`src/rtl/spi_exp_pkg.sv`:
```
// Package: shared defaults for the SPI I/O expander.
// Assumes: nothing; holds constants only.
package spi_exp_pkg;
    localparam int unsigned DEF_DATA_W      = 8;
    localparam int unsigned DEF_SYNC_STAGES = 2;

    // Width of a counter that must reach DATA_W + 1 (the overflow mark).
    function automatic int unsigned cnt_width(input int unsigned data_w);
        return $clog2(data_w + 2);
    endfunction
endpackage

```
`src/rtl/spi_sync.sv`:
```
// Module: multi-bit flop-chain synchroniser.
// Assumes: each bit is an independent slow signal; the bits need no coherence
// beyond what the host's timing gives them.
module spi_sync #(
    parameter int unsigned WIDTH   = 3,
    parameter int unsigned STAGES  = 2,
    parameter logic [WIDTH-1:0] RST_VAL = '0
) (
    input  logic             clk,
    input  logic             rst_n,
    input  logic [WIDTH-1:0] d_async,
    output logic [WIDTH-1:0] q_sync
);
    logic [WIDTH-1:0] stg [STAGES];

    // Shift the asynchronous inputs through the flop chain.
    always_ff @(posedge clk) begin
        if (!rst_n) begin
            for (int i = 0; i < STAGES; i++) stg[i] <= RST_VAL;
        end else begin
            stg[0] <= d_async;
            for (int i = 1; i < STAGES; i++) stg[i] <= stg[i-1];
        end
    end

    assign q_sync = stg[STAGES-1];
endmodule

```
`src/rtl/spi_shift_core.sv`:
```
// Module: mode-0 shift engine with bit counting.
// Assumes: inputs are already synchronised to clk; clk is at least 4x SCLK,
// so no SCLK edge is missed. Loads pin_in on the chip-select fall, shifts MISO
// on falling SCLK, collects MOSI on rising SCLK, and flags a commit on
// chip-select rise only when exactly DATA_W bits arrived.
module spi_shift_core #(
    parameter int unsigned DATA_W = 8,
    parameter int unsigned CNT_W  = 4
) (
    input  logic              clk,
    input  logic              rst_n,
    input  logic              cs_s,
    input  logic              sclk_s,
    input  logic              mosi_s,
    input  logic [DATA_W-1:0] pin_in,
    output logic              tx_bit,
    output logic [DATA_W-1:0] rx_byte,
    output logic [CNT_W-1:0]  bit_cnt,
    output logic              commit
);
    localparam logic [CNT_W-1:0] CNT_FULL = CNT_W'(DATA_W);
    localparam logic [CNT_W-1:0] CNT_MAX  = CNT_W'(DATA_W + 1);

    logic              cs_q;
    logic              sclk_q;
    logic [DATA_W-1:0] tx_sr;
    logic [DATA_W-1:0] rx_sr;
    logic              cs_fall;
    logic              cs_rise;
    logic              sclk_rise;
    logic              sclk_fall;

    // Hold the previous synchronised levels for edge detection.
    always_ff @(posedge clk) begin
        if (!rst_n) begin
            cs_q   <= 1'b1;
            sclk_q <= 1'b0;
        end else begin
            cs_q   <= cs_s;
            sclk_q <= sclk_s;
        end
    end

    // Decode the edges; SCLK edges count only inside this target's frame.
    always_comb begin
        cs_fall   = cs_q & ~cs_s;
        cs_rise   = ~cs_q & cs_s;
        sclk_rise = ~sclk_q & sclk_s & ~cs_s;
        sclk_fall = sclk_q & ~sclk_s & ~cs_s;
    end

    // Transmit register: snapshot on select, shift left on falling SCLK.
    always_ff @(posedge clk) begin
        if (!rst_n)         tx_sr <= '0;
        else if (cs_fall)   tx_sr <= pin_in;
        else if (sclk_fall) tx_sr <= {tx_sr[DATA_W-2:0], 1'b0};
    end

    // Receive register: take MOSI on rising SCLK, MSB first.
    always_ff @(posedge clk) begin
        if (!rst_n)         rx_sr <= '0;
        else if (sclk_rise) rx_sr <= {rx_sr[DATA_W-2:0], mosi_s};
    end

    // Bit counter: cleared on select, saturates one above a full frame.
    always_ff @(posedge clk) begin
        if (!rst_n)                             bit_cnt <= '0;
        else if (cs_fall)                       bit_cnt <= '0;
        else if (sclk_rise && bit_cnt != CNT_MAX) bit_cnt <= bit_cnt + 1'b1;
    end

    assign tx_bit  = tx_sr[DATA_W-1];
    assign rx_byte = rx_sr;
    assign commit  = cs_rise && (bit_cnt == CNT_FULL);
endmodule

```
`src/rtl/spi_out_latch.sv`:
```
// Module: output pin register.
// Assumes: commit is a single-cycle pulse raised only for a complete frame.
module spi_out_latch #(
    parameter int unsigned DATA_W = 8
) (
    input  logic              clk,
    input  logic              rst_n,
    input  logic              commit,
    input  logic [DATA_W-1:0] rx_byte,
    output logic [DATA_W-1:0] pin_out
);
    // Load the received byte on commit, otherwise hold.
    always_ff @(posedge clk) begin
        if (!rst_n)      pin_out <= '0;
        else if (commit) pin_out <= rx_byte;
    end
endmodule

```
`src/rtl/spi_io_expander.sv`:
```
// Module: top of the SPI full-duplex I/O expander.
// Assumes: SPI mode 0, MSB first, clk at least 4x SCLK, synchronous
// active-low reset. Chains the synchroniser, the shift core and the latch.
module spi_io_expander
    import spi_exp_pkg::*;
#(
    parameter int unsigned DATA_W      = DEF_DATA_W,
    parameter int unsigned SYNC_STAGES = DEF_SYNC_STAGES
) (
    input  logic              clk,
    input  logic              rst_n,
    input  logic              cs_n,
    input  logic              sclk,
    input  logic              mosi,
    output logic              miso,
    output logic              miso_oe,
    input  logic [DATA_W-1:0] pin_in,
    output logic [DATA_W-1:0] pin_out
);
    localparam int unsigned CNT_W = cnt_width(DATA_W);

    logic [2:0]        sync_q;
    logic              cs_s;
    logic              sclk_s;
    logic              mosi_s;
    logic              tx_bit;
    logic              commit;
    logic [DATA_W-1:0] rx_byte;
    logic [CNT_W-1:0]  bit_cnt;

    spi_sync #(
        .WIDTH   (3),
        .STAGES  (SYNC_STAGES),
        .RST_VAL (3'b100)
    ) u_sync (
        .clk     (clk),
        .rst_n   (rst_n),
        .d_async ({cs_n, sclk, mosi}),
        .q_sync  (sync_q)
    );

    assign cs_s   = sync_q[2];
    assign sclk_s = sync_q[1];
    assign mosi_s = sync_q[0];

    spi_shift_core #(
        .DATA_W (DATA_W),
        .CNT_W  (CNT_W)
    ) u_core (
        .clk     (clk),
        .rst_n   (rst_n),
        .cs_s    (cs_s),
        .sclk_s  (sclk_s),
        .mosi_s  (mosi_s),
        .pin_in  (pin_in),
        .tx_bit  (tx_bit),
        .rx_byte (rx_byte),
        .bit_cnt (bit_cnt),
        .commit  (commit)
    );

    spi_out_latch #(
        .DATA_W (DATA_W)
    ) u_latch (
        .clk     (clk),
        .rst_n   (rst_n),
        .commit  (commit),
        .rx_byte (rx_byte),
        .pin_out (pin_out)
    );

    // MISO is driven only while this target is selected.
    assign miso_oe = ~cs_s;
    assign miso    = tx_bit;
endmodule

```
`config.mk`:
```
export PLATFORM = sky130hd
export DESIGN_NAME = spi_io_expander
export DESIGN_NICKNAME = d
export VERILOG_FILES = /design/src/rtl/spi_exp_pkg.sv /design/src/rtl/spi_sync.sv /design/src/rtl/spi_shift_core.sv /design/src/rtl/spi_out_latch.sv /design/src/rtl/spi_io_expander.sv
export SDC_FILE = /design/constraint.sdc
export NUM_CORES = 1
export LEC_CHECK = 0
export ABC_AREA = 1
export BUFFER_PORTS_ARGS = -buffer_cell sky130_fd_sc_hd__buf_4
export CAP_MARGIN = 15
export CORE_UTILIZATION = 45
export CTS_BUF_LIST = sky130_fd_sc_hd__clkbuf_16
export CTS_CLUSTER_DIAMETER = 40
export DETAILED_ROUTE_END_ITERATION = 12
export GPL_TIMING_DRIVEN = 0
export HOLD_SLACK_MARGIN = 0.1
export PLACE_DENSITY = 0.66
export SKIP_CTS_REPAIR_TIMING = 1
export SYNTH_ARGS = -nofsm -noshare
export SYNTH_HDL_FRONTEND = slang
export SYNTH_SLANG_ARGS = --single-unit
```
`constraint.sdc`:
```
create_clock -name clk -period 1.3 [get_ports clk]
set_input_delay 0.13 -clock clk [delete_from_list [all_inputs] [get_ports clk]]
set_output_delay 0.13 -clock clk [all_outputs]
set_load 0.1 [all_outputs]
```
==> results of run 1 <==
## sequential cells by signal, summed over array words and instances (netlist names)
register / count
u_core.bit_cnt: 4
u_core.cs_q: 1
u_core.rx_byte: 8
u_core.sclk_q: 1
u_core.tx_sr: 8
u_latch.pin_out: 8
u_sync.stg: 6
## through the flow
stage | power (W) | std cells | hold WS, ps | cell area [sq um] | utilization (%)
4_1_cts | 0.00244 | 278 | 31.5 | 1870 | 59.9
2_1_floorplan | 0.00128 | 204 | 228 | 1520 | -
6_report | 0.00241 | 285 | 126 | 1960 | 62.6
3_5_place_dp | 0.00134 | 270 | 319 | 1740 | 55.6
5_1_grt | 0.00252 | 285 | 137 | 1960 | 62.6
3_3_place_gp | 0.00134 | 270 | 310 | 1740 | 55.6
## power by group through the flow
stage | combinational (W) | clock, W | sequential, W
after floorplan | 0.000106 | 0 | 0.00118
after global placement | 0.000167 | 0 | 0.00117
after global routing | 0.000205 | 0.00116 | 0.00115
after CTS | 0.000172 | 0.00112 | 0.00115
final | 0.000183 | 0.00108 | 0.00115
after detailed placement | 0.000171 | 0 | 0.00117
## per-layer routing
metal | vias to the layer above | routed length [um] | track usage, %
li1 | 715 | - | -
met1 | 587 | 1360 | 22.1
met2 | 31 | 1380 | 29.2
met3 | 7 | 127 | 6.49
met4 | 0 | 54 | 8.97
met5 | - | 0 | 0
## logic make-up (layout without fill, tap and decap cells)
| kind of cell | after synthesis | count (layout) |
|---|---|---|
| compound gates | 29 | 29 |
| simple gates | 106 | 106 |
| fa+ha+maj | 3 | 3 |
| buf+inv | 30 | 67 |
| flops | 36 | 36 |
## cell usage in the layout, fill, tap and decap left out
cell type and instances:
ha_4 1, inv_1 19, nor2_4 1, ha_1 2, nand3_2 3, dlygate4sd3_1 3
clkinv_1 1, o21ai_1 2, nand3b_2 1, a21oi_1 21, clkbuf_16 5, clkbuf_1 1
inv_4 1, inv_2 5, nor2_1 22, buf_6 2, nand2_1 52, dfxtp_1 34
or2_2 2, nand4_1 1, buf_4 27, nor2_2 4, nand3_1 17, dfxtp_2 1
nand2_4 1, buf_2 3, dfxtp_4 1, nand2_2 2, o21ai_0 6
## tightest hold or removal path, delay by kind of cell
family,cells,cell delay [ps]
compound gates,1,50
buf+inv,1,110
simple gates,1,60
## worst paths after layout
path                                            to  depth (start not counted)               from  slack [ps]
worst min register to register    u_sync.stg[0][3]                          2   u_sync.stg[0][0]         410
worst max-delay path            u_latch.pin_out[4]                          8  u_core.bit_cnt[0]          60
worst max register to register  u_latch.pin_out[4]                          8  u_core.bit_cnt[0]          60
worst min-delay path               u_core.tx_sr[0]                          3          pin_in[0]         130
## cell type report
type,instances,area [sq um],area share [%]
inverters,23,88.8,4.54
flip-flops and latches,36,726,37.1
repair buffers,29,225,11.5
well taps,44,55.1,2.81
clock inverters,3,11.3,0.575
multi-input cells,138,678,34.6
clock buffers,5,125,6.39
plain buffers,7,48.8,2.49
==> impl_metrics.py, run 1 <==
metrics = {
    "power_and_ir_drop": {
        "vdd_drop_max_mv": 0.652,
        "clockPowerShare_pct": 44.9,
        "pwr-share-comb_pct": 7.6,
        "switching_share_pct": 21.4,
        "powerDensity_nw_per_um2": 1230,
        "p_sw_w": 0.000517,
        "seqPwrFrac_pct": 47.5,
        "p_leak_nw": 0.871,
        "p_int_w": 0.00190,
    },
    "yosys": {
        "synthArstFlopShare_pct": 0,
        "yosys_warnings": 0,
        "synth_common_cells": "nand2_1, dfxtp_1, nor2_1",
        "synthSimpleGateAreaFrac_pct": 31.7,
        "synthTopCellsByArea": "dfxtp_1, nand2_1, a21oi_1, nand3_1, nor2_1",
        "syn_avg_cell_area_sq_um": 7.43,
        "synthAdderAreaFrac_pct": 2.48,
        "synth_xor_area_share_pct": 0,
        "synthMuxAreaShare_pct": 0,
        "synth_cell_types": 22,
        "synth_top_family_by_area": "simple AND/OR/NAND/NOR gates",
        "synth_edf_count": 0,
        "synth_compound_area_share_pct": 9.58,
        "synth_nets": 220,
        "netlist.area_leader.share_pct": 47.6,
        "synth-main-ff-cell": "dfxtp_1",
        "synth_seq_area_share_pct": 47.6,
        "syn_inst": 204,
        "netlist_area_sq_um": 1520,
        "ys_ff_latch": 36,
        "synth_most_common_cell": "nand2_1",
        "synth_top_area_cell": "dfxtp_1",
    },
    "sta": {
        "finalSetupViolCount": 0,
        "fin_skew_ps": 2.97,
        "max_freq_mhz": 809,
        "finalCritPeriodShare_pct": 95.1,
        "fin_ws_ps": 64.3,
        "drv_slew": 0,
        "hold_viol_final": 0,
        "slew_headroom_pct": 77.0,
        "period_minus_slack_ps": 1240,
        "finalSetupTns_ps": 0,
        "tightest_slew_ps": 344,
    },
    "cts": {
        "clkTransAtPathRegs_ps": 50,
        "cts_tree": "done",
        "htreeDepth": 2,
        "root_buffer": "clkbuf_16",
        "cts_buffers": 5,
        "worstSkewPairLatency_ps": 270,
        "clkSinkCount": 36,
        "clockBufferDepth": 2,
    },
    "grt": {
        "grt_max_degree": 11,
        "grt_pass1_wl_mm": 4.80,
        "grt-ovfl-total": 0,
        "grt_pass1_vias": 1137,
        "antenna_found_initial": 0,
        "grt_usage_pct": 18.4,
    },
    "worst_setup_path": {
        "path_buf_inv": 2,
        "crit_type": "reg2reg",
        "cp.arrival_ps": 1400,
        "path_cells": "inv_2, ha_4, nand2_2, nor2_4, buf_4, nand3_1, nand2_1, nor2_1",
        "end_kind": "register",
        "cp_slowest_cell": "dfxtp_4",
        "cp.required_ps": 1470,
        "crit_fanout": 5,
        "cpPeakStageDelay_ps": 360,
        "critPathTopFamily": "simple AND/OR/NAND/NOR gates",
        "startpoint_type": "register",
    },
    "placement": {
        "portBuffers": 22,
        "place_ws_ps": -50.6,
        "gp_congestion": 0.828,
        "dpl.hpwl_mm": 2.06,
    },
    "drt": {
        "routed_via_density": 4.70,
        "dr.pass1.iters": 4,
        "via_count": 1340,
        "wl_per_cell_um": 10.3,
        "drtIter0Drc": 55,
        "post-route-drc-count": 0,
        "ant_nets": 0,
        "routed_wl_mm": 2.92,
    },
    "flow_run": {
        "max_cap_viol_count": 0,
    },
    "floorplanning": {
        "rows": 20,
        "die_area_sq_um": 3600,
        "die_x_um": 60.0,
        "start_util_pct": 48.4,
        "fp.coreArea_sq_um": 3130,
        "fp.dieH_um": 60.0,
        "ios": 23,
    },
    "final_layout": {
        "n_fill_cell": 293,
        "drive_above_1_share_pct": 24.9,
        "diodes": 0,
        "synthToLayoutAreaGrowth_pct": 29.2,
        "final_nets": 256,
    },
    "worst_hold_path": {
        "hp-class": "in2reg",
    },
    "run_status": {
        "status": "complete, no violations",
    },
}
Power figures use the tool's default switching activity.
==> run 2: changes to the inputs <==
- ABC_CLOCK_PERIOD_IN_PS: default -> 1300
- CORE_UTILIZATION: 45 -> 25
- PLACE_DENSITY: 0.66 -> 0.42
- SETUP_SLACK_MARGIN: default -> 0.5
==> impl_metrics.py, run 2 (same netlist as run 1, synthesis figures left out) <==
metrics = {
    "drt": {
        "wl_per_cell_um": 11.3,
        "drtIter0Drc": 49,
        "routed_wl_mm": 3.64,
        "post-route-drc-count": 0,
        "ant_nets": 0,
        "dr.pass1.iters": 4,
        "routed_via_density": 4.39,
        "via_count": 1409,
    },
    "sta": {
        "hold_viol_final": 0,
        "fin_skew_ps": 1.93,
        "max_freq_mhz": 826,
        "tightest_slew_ps": 599,
        "finalSetupTns_ps": 0,
        "grt_setup_unrepaired": "true",
        "fin_ws_ps": 89.2,
        "slew_headroom_pct": 60.1,
        "drv_slew": 0,
        "period_minus_slack_ps": 1210,
        "finalCritPeriodShare_pct": 93.1,
        "finalSetupViolCount": 0,
    },
    "placement": {
        "dp_cells": 298,
        "place_ws_ps": 23.6,
        "portBuffers": 22,
        "gp_congestion": 0.702,
        "dpl.hpwl_mm": 2.35,
    },
    "power_and_ir_drop": {
        "power.total_w": 0.00246,
        "powerDensity_nw_per_um2": 998,
        "vdd_drop_max_mv": 0.510,
        "p_leak_nw": 1.03,
    },
    "final_layout": {
        "drive_above_1_share_pct": 46.6,
        "layout.cells.most_common": "nand2_1",
        "diodes": 0,
        "final_cells": 321,
        "layout_common_cells": "nand2_1, dfxtp_1, nor2_1, buf_4, inv_1",
        "synthToLayoutAreaGrowth_pct": 62.7,
        "final_nets": 266,
    },
    "grt": {
        "grt_pass1_vias": 1230,
        "grt_usage_pct": 11.6,
        "grt-ovfl-total": 0,
        "grt_pass1_wl_mm": 5.64,
        "grt_max_degree": 11,
        "antenna_found_initial": 0,
    },
    "worst_setup_path": {
        "r2r_cells": 8,
        "crit_type": "reg2reg",
        "end_kind": "register",
        "cp.required_ps": 1460,
        "crit_fanout": 7,
        "startpoint_type": "register",
        "cp.arrival_ps": 1370,
    },
    "cts": {
        "clockBufferDepth": 2,
        "clkSinkCount": 36,
        "htreeDepth": 2,
        "clkTransAtPathRegs_ps": 50,
        "cts_buffers": 5,
        "root_buffer": "clkbuf_16",
        "cts_tree": "done",
        "worstSkewPairLatency_ps": 270,
    },
    "floorplanning": {
        "rows": 27,
        "fp.dieH_um": 79.9,
        "start_util_pct": 26.7,
        "die_area_sq_um": 6380,
        "ios": 23,
        "die_x_um": 79.9,
        "fp.coreArea_sq_um": 5680,
    },
    "worst_hold_path": {
        "hp-class": "in2reg",
        "hold_depth": 2,
    },
    "flow_run": {
        "max_cap_viol_count": 0,
    },
    "run_status": {
        "status": "complete, no violations",
    },
}
[run 2: per-stage QoR]
step / area [sq um] / hold WS [ps] / util, %
floorplan: 1650 / 228 / -
global placement: 1910 / 310 / 33.6
detailed placement: 1910 / 316 / 33.6
CTS: 2030 / 30.9 / 35.8
global route: 2460 / 40.6 / 43.4
finish: 2460 / 42.4 / 43.4
[run 2: final cells by class]
cell class | instances | area (sq um)
buffer | 7 | 62.6
inverter | 23 | 108
clock inverter | 1 | 3.75
sequential | 36 | 748
multi-input combinational | 138 | 847
timing repair buffer | 39 | 480
fill | 574 | 3210
tap | 72 | 90.1
clock buffer | 5 | 125
[run 2: final timing paths]
path                           from                  to  slack, ps
setup / recovery  u_core.bit_cnt[1]  u_latch.pin_out[5]         90
hold / removal                 cs_n    u_sync.stg[0][2]         40
setup reg to reg  u_core.bit_cnt[1]  u_latch.pin_out[5]         90
hold reg to reg    u_sync.stg[0][1]    u_sync.stg[0][4]        410
[run 2: routing by layer]
layer	global-route usage, %	part of all wire (%)	up-vias
li1	-	-	733
met4	4.29	0.41	0
met1	14.5	49	654
met2	18.6	47	20
met5	0	0	-
met3	3.54	3.7	2
[run 2: where the power goes]
| part | internal, W | switching, W | leakage [nW] | total, W |
|---|---|---|---|---|
| Clock | 0.000680 | 0.000400 | 0.0669 | 0.00108 |
| Combinational | 0.000107 | 0.000123 | 0.663 | 0.000231 |
| Sequential | 0.00113 | 0.0000224 | 0.300 | 0.00115 |
| Total | 0.00191 | 0.000546 | 1.03 | 0.00246 |
[run 2: worst max-delay path, stage by stage (launching register included)]
cell and delay, ps:
dfxtp_4 350, inv_4 60, ha_4 140, nand2_4 50
nor2_4 190, buf_4 150, nand3_1 60, nand2_1 70
nor2_1 40
